`src/rtl/tmr_match_pkg.sv`:
```
package tmr_match_pkg;

    localparam int CODE_W = 2;

    typedef enum logic [CODE_W-1:0] {
        ACT_HOLD   = 2'b00,
        ACT_CLEAR  = 2'b01,
        ACT_SET    = 2'b10,
        ACT_TOGGLE = 2'b11
    } act_e;

    typedef enum logic {
        ST_LOW  = 1'b0,
        ST_HIGH = 1'b1
    } lvl_state_e;

endpackage

```
`src/rtl/tmr_match_chan.sv`:
```
module tmr_match_chan
    import tmr_match_pkg::*;
(
    input  logic              clk,
    input  logic              rst_n,
    input  logic              match,
    input  logic              wr_en,
    input  logic              wr_level,
    input  logic [CODE_W-1:0] wr_code,
    output logic              level,
    output logic [CODE_W-1:0] code
);

    lvl_state_e state_q, state_d;
    act_e       code_q;

    // State register
    always_ff @(posedge clk) begin
        if (!rst_n) begin
            state_q <= ST_LOW;
            code_q  <= ACT_HOLD;
        end else begin
            state_q <= state_d;
            if (wr_en) code_q <= act_e'(wr_code);
        end
    end

    // Transition logic: a match takes priority over a write
    always_comb begin
        state_d = state_q;
        if (match) begin
            unique case (code_q)
                ACT_HOLD:   state_d = state_q;                       // T_HOLD
                ACT_CLEAR:  state_d = ST_LOW;                        // T_CLEAR
                ACT_SET:    state_d = ST_HIGH;                       // T_SET
                ACT_TOGGLE: state_d = (state_q == ST_HIGH) ? ST_LOW
                                                            : ST_HIGH; // T_TOGGLE
                default:    state_d = state_q;
            endcase
        end else if (wr_en) begin
            state_d = wr_level ? ST_HIGH : ST_LOW;                   // T_LOAD
        end
    end

    // Outputs
    always_comb begin
        unique case (state_q)
            ST_HIGH: level = 1'b1;
            default: level = 1'b0;
        endcase
        code = code_q;
    end

    p_hold_r4: assert property (@(posedge clk) disable iff (!rst_n)
        (match && code == ACT_HOLD) |=> $stable(level));
    p_clear_r5: assert property (@(posedge clk) disable iff (!rst_n)
        (match && code == ACT_CLEAR) |=> !level);
    p_set_r6: assert property (@(posedge clk) disable iff (!rst_n)
        (match && code == ACT_SET) |=> level);
    p_toggle_r7: assert property (@(posedge clk) disable iff (!rst_n)
        (match && code == ACT_TOGGLE) |=> (level != $past(level)));
    p_idle_r12: assert property (@(posedge clk) disable iff (!rst_n)
        (!match && !wr_en) |=> ($stable(level) && $stable(code)));
    p_load_r3: assert property (@(posedge clk) disable iff (!rst_n)
        (!match && wr_en) |=> (level == $past(wr_level) && code == $past(wr_code)));

endmodule

```
`src/rtl/tmr_match_dma.sv`:
```
module tmr_match_dma #(
    parameter int DMA_CH = 2
) (
    input  logic              clk,
    input  logic              rst_n,
    input  logic [DMA_CH-1:0] evt,
    output logic [DMA_CH-1:0] req
);

    logic [DMA_CH-1:0] req_q;

    always_ff @(posedge clk) begin
        if (!rst_n) req_q <= '0;
        else        req_q <= evt;
    end

    assign req = req_q;

    generate
        for (genvar c = 0; c < DMA_CH; c++) begin : g_chk
            p_dma_rise_r10: assert property (@(posedge clk) disable iff (!rst_n)
                evt[c] |=> req[c]);
            p_dma_fall_r10: assert property (@(posedge clk) disable iff (!rst_n)
                !evt[c] |=> !req[c]);
        end
    endgenerate

endmodule

```
`src/rtl/tmr_match_out.sv`:
```
module tmr_match_out
    import tmr_match_pkg::*;
#(
    parameter int NUM_CH = 4,
    parameter int DMA_CH = 2,
    parameter int REG_W  = 16
) (
    input  logic              clk,
    input  logic              rst_n,
    input  logic              wr_en,
    input  logic [REG_W-1:0]  wr_data,
    output logic [REG_W-1:0]  rd_data,
    input  logic [NUM_CH-1:0] match_evt,
    output logic [NUM_CH-1:0] mat_pin,
    output logic [DMA_CH-1:0] dma_req
);

    localparam int CODE_LSB = NUM_CH;
    localparam int USED_W   = NUM_CH + NUM_CH * CODE_W;

    logic [NUM_CH-1:0]        levels;
    logic [NUM_CH*CODE_W-1:0] codes;

    generate
        for (genvar c = 0; c < NUM_CH; c++) begin : g_ch
            tmr_match_chan u_chan (
                .clk      (clk),
                .rst_n    (rst_n),
                .match    (match_evt[c]),
                .wr_en    (wr_en),
                .wr_level (wr_data[c]),
                .wr_code  (wr_data[CODE_LSB + c*CODE_W +: CODE_W]),
                .level    (levels[c]),
                .code     (codes[c*CODE_W +: CODE_W])
            );
        end
    endgenerate

    tmr_match_dma #(.DMA_CH(DMA_CH)) u_dma (
        .clk   (clk),
        .rst_n (rst_n),
        .evt   (match_evt[DMA_CH-1:0]),
        .req   (dma_req)
    );

    always_comb begin
        rd_data                  = '0;
        rd_data[NUM_CH-1:0]      = levels;
        rd_data[USED_W-1:NUM_CH] = codes;
    end

    assign mat_pin = levels;

    p_rsvd_zero_r2: assert property (@(posedge clk) disable iff (!rst_n)
        rd_data[REG_W-1:USED_W] == '0);

endmodule

```
`config.mk`:
```
export PLATFORM = sky130hd
export DESIGN_NAME = tmr_match_out
export DESIGN_NICKNAME = d
export VERILOG_FILES = /design/src/rtl/tmr_match_pkg.sv /design/src/rtl/tmr_match_chan.sv /design/src/rtl/tmr_match_dma.sv /design/src/rtl/tmr_match_out.sv
export SDC_FILE = /design/constraint.sdc
export NUM_CORES = 1
export LEC_CHECK = 0
export ABC_AREA = 1
export CORE_UTILIZATION = 45
export DETAILED_ROUTE_END_ITERATION = 8
export DONT_BUFFER_PORTS = 1
export GPL_ROUTABILITY_DRIVEN = 0
export SLEW_MARGIN = 15
export SYNTH_ARGS = -nofsm -noshare
export SYNTH_HDL_FRONTEND = slang
export SYNTH_SLANG_ARGS = --single-unit
```
`constraint.sdc`:
```
create_clock -name clk -period 0.8 [get_ports clk]
set_input_delay 0.08 -clock clk [delete_from_list [all_inputs] [get_ports clk]]
set_output_delay 0.08 -clock clk [all_outputs]
set_load 0.03 [all_outputs]
```
# --- Yosys cells after proc, flatten, opt, wreduce, memory -nomap -nowiden ---
# Index checks and enable logic that the tools add are counted.
totals:
  regBits: 14
  latch_bits: 0
  mem_bits_rw: 0
  rom_bits: 0
  out_inout_bits: 22
  wordCells: 61
  n_memories: 0
classes:
  n_addsub: 0
  mul: 0
  n_div: 0
  order_cmp: 0
  eq_ne: 16
  shifts: 0
  muxes: 24
  bitwise_logic: 0
  n_reduce_logical: 12
op_table:
  columns: ["operator", "count"]
  rows:
  - ["2-to-1 mux 1 bit", 20]
  - ["== test 2 bit, second input constant", 8]
  - ["case mux 1 bit (3 select lines)", 4]
  - ["== test 2 x 1 -> 1 bit, second input constant", 4]
  - ["logical NOT 2 bit", 4]
  - ["!= test 2 bit, second input constant", 4]
  - ["AND reduction 2 bit", 4]
  - ["nonzero test 2 bit", 4]

# --- Logic depth before layout (Yosys ltp) ---
# Gate-level depths: netlist of the first run.
logic_depth:
  ltp_word: 3
  mapped_depth: 5

# --- Modules after synthesis ---
# A second synthesis of the first run with hierarchy kept.
hier_totals:
  cells_unflattened: 103
  area_unflattened_um2: 674.4
by_module_without_submodules:
  columns: ["mod", "instances", "cells_per_inst", "area_each_um2", "seq_area_each_um2"]
  rows:
  - ["tmr_match_chan", 4, 22, 138.9, 60.1]
  - ["tmr_match_out", 1, 9, 63.8, 0.0]
  - ["tmr_match_dma", 1, 6, 55.1, 40.0]

# --- Worst setup path before layout of the first run ---
# Ideal clock, no wire load.
synth_timing:
  path_type: "register to register"
  start: "register g_ch[2].u_chan.code_q[0]"
  end: "register g_ch[2].u_chan.state_q"
  setup_ns: 0.113
  t_arrival_ns: 0.729
  setup_slack_ns: -0.042
  stages_incl_launch_ff: 4
  synth_period_minus_slack_ns: 0.842
  cell_sequence: "dfxtp_1 nand3_1 nand3_1 nor2_1"
synth_via:
  elab_chain_len: 3
  word_cells_on_any_way: 8
synth_rtl:
  columns: ["element", "line", "source"]
  rows:
  - ["start, declared", "tmr_match_chan.sv:15", "act_e code_q;"]
  - ["start signal, assigned", "tmr_match_chan.sv:24", "if (wr_en) code_q <= act_e'(wr_code);"]
  - ["== test 2 bit (tied with other cells)", "tmr_match_chan.sv:32", "unique case (code_q)"]
  - ["case mux 1 bit (3 select lines) or != test 2 bit (tied branches)", null, null]
  - ["2-to-1 mux 1 bit or AND reduction 2 bit (tied branches)", null, null]
  - ["end signal, assigned", "tmr_match_chan.sv:23", "state_q <= state_d;"]
  - ["end, declared", "tmr_match_chan.sv:14", "lvl_state_e state_q, state_d;"]
# Several ways; a longest one is shown, not always the timed one.
# A chain may end at the register's enable or synchronous reset.

# --- Worst setup path after layout of the first run ---
layout_timing:
  start: "register g_ch[0].u_chan.state_q"
  end: "output port mat_pin[0]"
layout_via:
  elab_chain_len: 1
layout_rtl:
  columns: ["element", "line", "source"]
  rows:
  - ["start, declared", "tmr_match_chan.sv:14", null]
  - ["start signal, assigned", "tmr_match_chan.sv:23", null]
  - ["2-to-1 mux 1 bit", "tmr_match_chan.sv:47", "unique case (state_q)"]
  - ["end, declared", "tmr_match_out.sv:14", "output logic [NUM_CH-1:0] mat_pin,"]
# No other way between the ends.

==> key figures, run 1 <==
Power and ir drop
  • Sw Pwr: 532.4 uW
  • LEAKAGE: 0.5160 nW
  • Gate power share: 28.8%
  • VDD IR-drop max: 0.001024 V
  • Clk pwr share: 23.1%
  • PD cells: 1730 nW/um^2
  • Internal Power: 1.147 mW
  • Switching share of power: 31.69%
  • Reg power frac: 48.1%

STA
  • Tcrit/Tclk final: 110.1%
  • Final WS setup: -0.08045 ns
  • Max Fclk: 1136 MHz
  • Unrepaired setup endpoints after global routing: yes
  • Minimum clock period after layout: 0.8804 ns
  • Skew final: 0.0009328 ns
  • Fin. Hold Viols: 14
  • Slew Viols, Final: 0
  • Worst hold slack: -0.09400 ns
  • Final setup viols: 17

Placement
  • IO Port Bufs: 0
  • Pre-CTS WS: 0.1283 ns
  • Dpl hpwl: 901.4 um

Floorplanning
  • Die Y-Extent: 42.02 um
  • Die area: 1766 um^2
  • I/O pin cnt: 45
  • Die W: 42.02 um
  • Initial core utilization: 47.84%
  • Core Footprint: 1506 um^2
  • Num rows: 14

GRT
  • Grt ovf: 0
  • Global Route Usage Sum: 17.54%
  • Vias in the first global route: 573
  • Initial antenna violation count: 0
  • First-pass GRT wire length: 2.318 mm
  • Largest net degree at the start of global routing: 18

Yosys
  • Largest area contributor in the netlist: dfxtp_1
  • Synthesized flop and latch total: 14
  • Synth top area cells: dfxtp_1 39%, buf_4 14%, nor2_1 13%, inv_1 8.9%, nand2_1 7.3%
  • Mapped Cells: 105
  • Ys Warns: 0
  • Syn Area/Cell: 6.864 um^2
  • Cell Area, Synth: 720.7 um^2
  • Seq/Total Area, Yosys: 38.89%
  • Post-synth top area share: 38.89%
  • Distinct cells, synth: 11

Worst setup path
  • Crit path max fanout: 2
  • Crit-path cells: buf_8
  • Critical Path Sink Type: output port
  • CP peak stage delay: 0.37 ns
  • Worst Setup Path Type: reg2out
  • CP bufs+invs: 1
  • CP max-delay cell: dfxtp_2
  • Worst setup SP type: register
  • WP data arrival: 0.80 ns
  • CP delay by family, top: flip-flops
  • Req. time, crit path: 0.72 ns

Clock network
  • Total CTS buffers: 3
  • CTS root buffer: clkbuf_4
  • CTS tree: done
  • Clock Path Buffers: 2
  • Clk slew on worst S/H paths: 0.08 ns
  • Htree depth: 1
  • Sink Count: 14
  • Worst-skew pair later-pin latency: 0.27 ns

Routing
  • Avg Vias per Cell: 4.877
  • Via Count: 673
  • Pre-antenna DRT Iters: 4
  • First DRT Iteration DRCs: 7
  • Remaining DRCs: 0
  • Routed len/inst: 11.29 um
  • Final antenna-violating net count: 0
  • Final WL: 1.558 mm

Layout
  • N_diodes: 0
  • P&R area growth vs syn: 34.72%
  • Final net count: 147
  • Most frequent cells in the layout: 23 x nor2_1, 15 x inv_1, 14 x dfxtp_2
  • Layout cells sized above 1: 41.80%
  • Most common cell after layout, fill and taps aside: nor2_1

Status
  • Status: finished with violations
  • Violated checks: hold timing, setup timing

Flow run
  • MaxCap Viol Count: 0

Worst hold path
  • Min-delay worst type: in2reg
Yosys cell counts (all sizes together):
cell,n
nor2,24
dfxtp,14
nand2,14
o21ai,8
nand3,12
inv,17
conb,1
buf,15
sequential cells by signal (all words and copies together) (netlist names):
| signal | cells |
|---|---|
| g_ch.u_chan.code | 8 |
| g_ch.u_chan.state_q | 4 |
| u_dma.req | 2 |
what timing repair did:
action	4_1_cts	5_1_grt
buffers inserted	11	0
endpoints found under the hold margin	14	14
endpoints found under the setup margin	18	23
gates cloned	0	0
pin swaps	0	11
gates resized for setup	25	15
hold buffers	2	1
path summary, 6_finish.rpt:
path,startpoint,to,slack [ns],cells after the start
setup / recovery,g_ch[0].u_chan.state_q,mat_pin[0],-0.08,1
hold / removal,rst_n,u_dma.req[0],-0.09,2
setup reg to reg,g_ch[0].u_chan.state_q,g_ch[0].u_chan.state_q,-0.02,4
hold reg to reg,g_ch[2].u_chan.state_q,g_ch[2].u_chan.state_q,0.58,3
logic make-up after synthesis:
logic type	Yosys count	synth area share, %
flip-flops	14	38.89
buffers and inverters	32	25.52
other	1	0.5203
AO/OA/AOI/OAI	8	5.556
AND/OR/NAND/NOR	50	29.51
layer usage:
layer | vias up | global-route usage (%) | wire length, um
met3 | 4 | 4.310 | 114
met1 | 302 | 23.08 | 681
met4 | 0 | 9.375 | 27
li1 | 338 | - | -
met2 | 29 | 26.56 | 734
met5 | - | 0 | 0
power by group through the flow:
stage	Clock [mW]	Sequential, mW	Combinational (mW)
finish	0.388	0.808	0.484
CTS	0.419	0.804	0.452
floorplan	0	0.866	0.284
detailed placement	0	0.812	0.338
global placement	0	0.811	0.332
global route	0.445	0.813	0.519
area by class of cell:
class                           instances  area, um^2
Clock buffer                            3       22.52
Sequential cell                        14       297.8
Tap cell                               16       20.02
Fill cell                             146       535.5
Multi-Input combinational cell         62       292.8
Inverter                               17       63.81
Timing Repair Buffer                   26       274.0
stage by stage:
step / util (%) / std cells / setup TNS, ns / total power, mW / area [um^2]
after CTS: 61.38 / 137 / -0.8233 / 1.675 / 924.6
after detailed placement: 48.34 / 121 / 0 / 1.150 / 728.2
after global placement: 48.34 / 121 / 0 / 1.143 / 728.2
final: 64.45 / 138 / -0.6774 / 1.680 / 970.9
after global routing: 64.45 / 138 / -1.352 / 1.777 / 970.9
after floorplan: - / 108 / -0.01284 / 1.150 / 738.2
No activity file was read; power rests on OpenSTA's default activity.
==> run 2, diff against run 1 <==
ABC_AREA = not set   (was 1)
==> run 2 against run 1 <==
Against the previous run: the flow still finishes with violations (hold timing, setup timing); worst setup slack worse by 0.069 ns; sequential power is 2% lower; area after synthesis decreased by 6.1%; global-route usage increased by 1.6 points; largest cell class is now multi-input gates; highest routed layer unchanged; critical path depth is 1 higher.
==> key figures, run 2 <==
Status
  • Status: finished with violations
  • Violated checks: hold timing, setup timing

Worst setup path
  • CP delay by family, top: flip-flops
  • Worst Setup Path Type: reg2reg
  • Worst setup SP type: register
  • CP max-delay cell: dfxtp_4
  • Crit path max fanout: 2 (unchanged)
  • CP peak stage delay: 0.35 ns (-0.02 ns)
  • Worst R2R Setup Slack: -0.15 ns (-0.13 ns)
  • CP bufs+invs: 0 (-1)
  • Critical Path Sink Type: register
  • Crit-path cells: mux2_4, o2111a_1
  • Req. time, crit path: 0.97 ns (+0.25 ns)
  • WP data arrival: 1.12 ns (+0.32 ns)

Layout
  • Most frequent cells in the layout: 10 x dfxtp_2, 9 x dlygate4sd3_1, 8 x mux2i_1, 8 x nor2b_1, 8 x buf_4
  • Filler cells: 97 (-34%)
  • N_diodes: 0 (unchanged)
  • Core Util, Final: 72.01% (+7.6 points)
  • P&R area growth vs syn: 43.62%
  • Cell area after layout: 972.2 um^2 (+0.13%)
  • Layout cells sized above 1: 47.06% (+5.3 points)
  • Max FFs per register: 8 (unchanged)
  • Final Non-Filler Cells: 100 (-28%)
  • Final net count: 109 (-26%)
  • Most common cell after layout, fill and taps aside: dfxtp_2

Power and ir drop
  • PD cells: 1697 nW/um^2 (-1.9%)
  • Switching share of power: 29.45% (-2.2 points)
  • Gate power share: 26.8% (-2.0 points)
  • Sw Pwr: 485.7 uW (-8.8%)
  • VDD IR-drop max: 0.001270 V (+24%)
  • Reg power frac: 48.0% (about the same)
  • Internal Power: 1.164 mW (+1.4%)
  • Clk pwr share: 25.3% (+2.2 points)
  • LEAKAGE: 0.4374 nW (-15%)

Yosys
  • Seq/Total Area, Yosys: 41.40% (+2.5 points)
  • Synth top area cells: dfxtp_1 41%, buf_4 13%, mux2i_1 12%, nor2b_1 7.4%, o2111a_1 6.7%
  • Ys Warns: 0 (unchanged)
  • Distinct cells, synth: 13 (+2)
  • EDFF count, synth: 0 (unchanged)
  • Most frequent cell after synthesis: dfxtp_1
  • Largest area contributor in the netlist: dfxtp_1
  • Dominant synthesized flop cell: dfxtp_1
  • Mapped Cells: 63 (-40%)
  • Cell Area, Synth: 676.9 um^2 (-6.1%)
  • Synthesized flop and latch total: 14 (unchanged)
  • Most common library cells after synthesis: 14 x dfxtp_1, 12 x buf_4, 8 x mux2i_1, 8 x nor2b_1
  • Post-synth top area share: 41.40% (+2.5 points)
  • Asr flop ratio synth: 0% (unchanged)
  • Syn Area/Cell: 10.74 um^2 (+57%)

Floorplanning
  • Die Y-Extent: 40.79 um (-2.9%)
  • Die W: 40.79 um (-2.9%)
  • Num rows: 13 (-1)
  • Initial core utilization: 50.14% (+2.3 points)
  • Core Footprint: 1350 um^2 (-10%)
  • Die area: 1663 um^2 (-5.8%)
  • I/O pin cnt: 45 (unchanged)

STA
  • Final setup viols: 21 (+4)
  • Worst hold slack: -0.02096 ns (+0.07304 ns)
  • Fin. Hold Viols: 8 (-6)
  • Final WS setup: -0.1490 ns (-0.06857 ns)
  • Slew Viols, Final: 0 (unchanged)
  • Unrepaired setup endpoints after global routing: yes
  • Tcrit/Tclk final: 118.6% (+8.6 points)
  • Max Fclk: 1054 MHz (-7.2%)
  • Skew final: 0.002089 ns (+0.001156 ns)
  • Minimum clock period after layout: 0.9490 ns (+0.06857 ns)

Clock network
  • Htree depth: 1 (unchanged)
  • Clk slew on worst S/H paths: 0.08 ns (about the same)
  • Total CTS buffers: 3 (unchanged)
  • Hold buffer count at CTS: 10 (+8)
  • Worst-skew pair later-pin latency: 0.28 ns (about the same)
  • CTS tree: done
  • Clock Path Buffers: 2 (unchanged)
  • CTS root buffer: clkbuf_4
  • Sink Count: 14 (unchanged)

Routing
  • Pre-antenna DRT Iters: 2 (-2)
  • Routed len/inst: 13.93 um (+23%)
  • First DRT Iteration DRCs: 10 (+3)
  • Via Count: 506 (-25%)
  • Remaining DRCs: 0 (unchanged)
  • Final antenna-violating net count: 0 (unchanged)
  • Avg Vias per Cell: 5.060 (+3.8%)
  • Final WL: 1.393 mm (-11%)

GRT
  • Global Route Usage Sum: 19.19% (+1.6 points)
  • Grt ovf: 0 (unchanged)
  • Vias in the first global route: 480 (-16%)
  • Initial antenna violation count: 0 (unchanged)
  • First-pass GRT wire length: 1.966 mm (-15%)
  • Largest net degree at the start of global routing: 17 (-1)

Flow run
  • MaxCap Viol Count: 0 (unchanged)

Worst hold path
  • Min-delay worst type: in2reg

Placement
  • Pre-CTS WS: -0.1331 ns (-0.2614 ns)
  • Dpl hpwl: 903.4 um (+0.22%)
  • Placed cells: 79 (-35%)
  • IO Port Bufs: 0 (unchanged)
  • DP Area: 721.9 um^2 (-0.86%)
-- run 2: cell types whose count changed after synthesis, moves of 6 or more --
cell | previous run | this run
nand2_1 | 14 | 0
nand3_1 | 10 | 4
nor2b_1 | 0 | 8
mux2i_1 | 0 | 8
nor2_1 | 24 | 0
o21ai_0 | 6 | 0
inv_1 | 17 | 0
-- run 2: stage by stage --
step	power, mW	TNS [ns]	hold slack, ns
4_1_cts	1.662	-2.118	-0.02613
5_1_grt	1.736	-2.098	-0.02406
6_report	1.649	-1.397	-0.02096
3_5_place_dp	1.112	-0.4601	0.2049
2_1_floorplan	1.114	-0.5758	0.2017
3_3_place_gp	1.102	-0.3651	0.2066
-- run 2: path summary, 6_finish.rpt --
path,start,endpoint,cells after the start
setup / recovery,g_ch[0].u_chan.code[1],g_ch[0].u_chan.state_q,2
hold / removal,wr_en,g_ch[3].u_chan.code[1],2
hold reg to reg,g_ch[0].u_chan.state_q,g_ch[0].u_chan.state_q,1
setup reg to reg,g_ch[0].u_chan.code[1],g_ch[0].u_chan.state_q,2
-- run 2: worst reg2reg max path, stage by stage, from the launching register on --
cell      delay, ns
dfxtp_4        0.35
mux2_4         0.26
o2111a_1       0.24
-- run 2: per-layer routing --
metal / global-route usage (%) / up-vias / routed length (um)
met1: 15.56 / 231 / 504
met4: 10.00 / 0 / 16
li1: - / 248 / -
met3: 7.609 / 3 / 103
met5: 0 / - / 0
met2: 37.89 / 24 / 769
-- run 2: cells by family after synthesis --
group | synth area share (%)
AOI/OAI and AO/OA | 6.654
buffers and inverters | 15.53
DFF | 41.40
muxes | 18.48
other | 0.5540
and+or+nand+nor | 17.37
-- run 2: power by group through the flow --
stage / Combinational, mW / Sequential (mW) / Clock (mW)
2_1_floorplan: 0.271 / 0.843 / 0
3_3_place_gp: 0.311 / 0.791 / 0
3_5_place_dp: 0.317 / 0.796 / 0
4_1_cts: 0.438 / 0.789 / 0.435
5_1_grt: 0.468 / 0.798 / 0.471
6_report: 0.441 / 0.791 / 0.416
-- run 2: final cells by class --
type	instances	area, um^2	area share, %
sequential	14	307.8	31.66
multi-input combinational	38	317.8	32.69
clock buffer	4	26.28	2.703
tap	15	18.77	1.931
timing repair buffer	29	301.5	31.02
-- run 2: repair_timing --
action	CTS	global route
endpoints found under the setup margin	24	32
buffers inserted	7	0
pin swaps	0	0
endpoints found under the hold margin	14	5
resized for setup	23	3
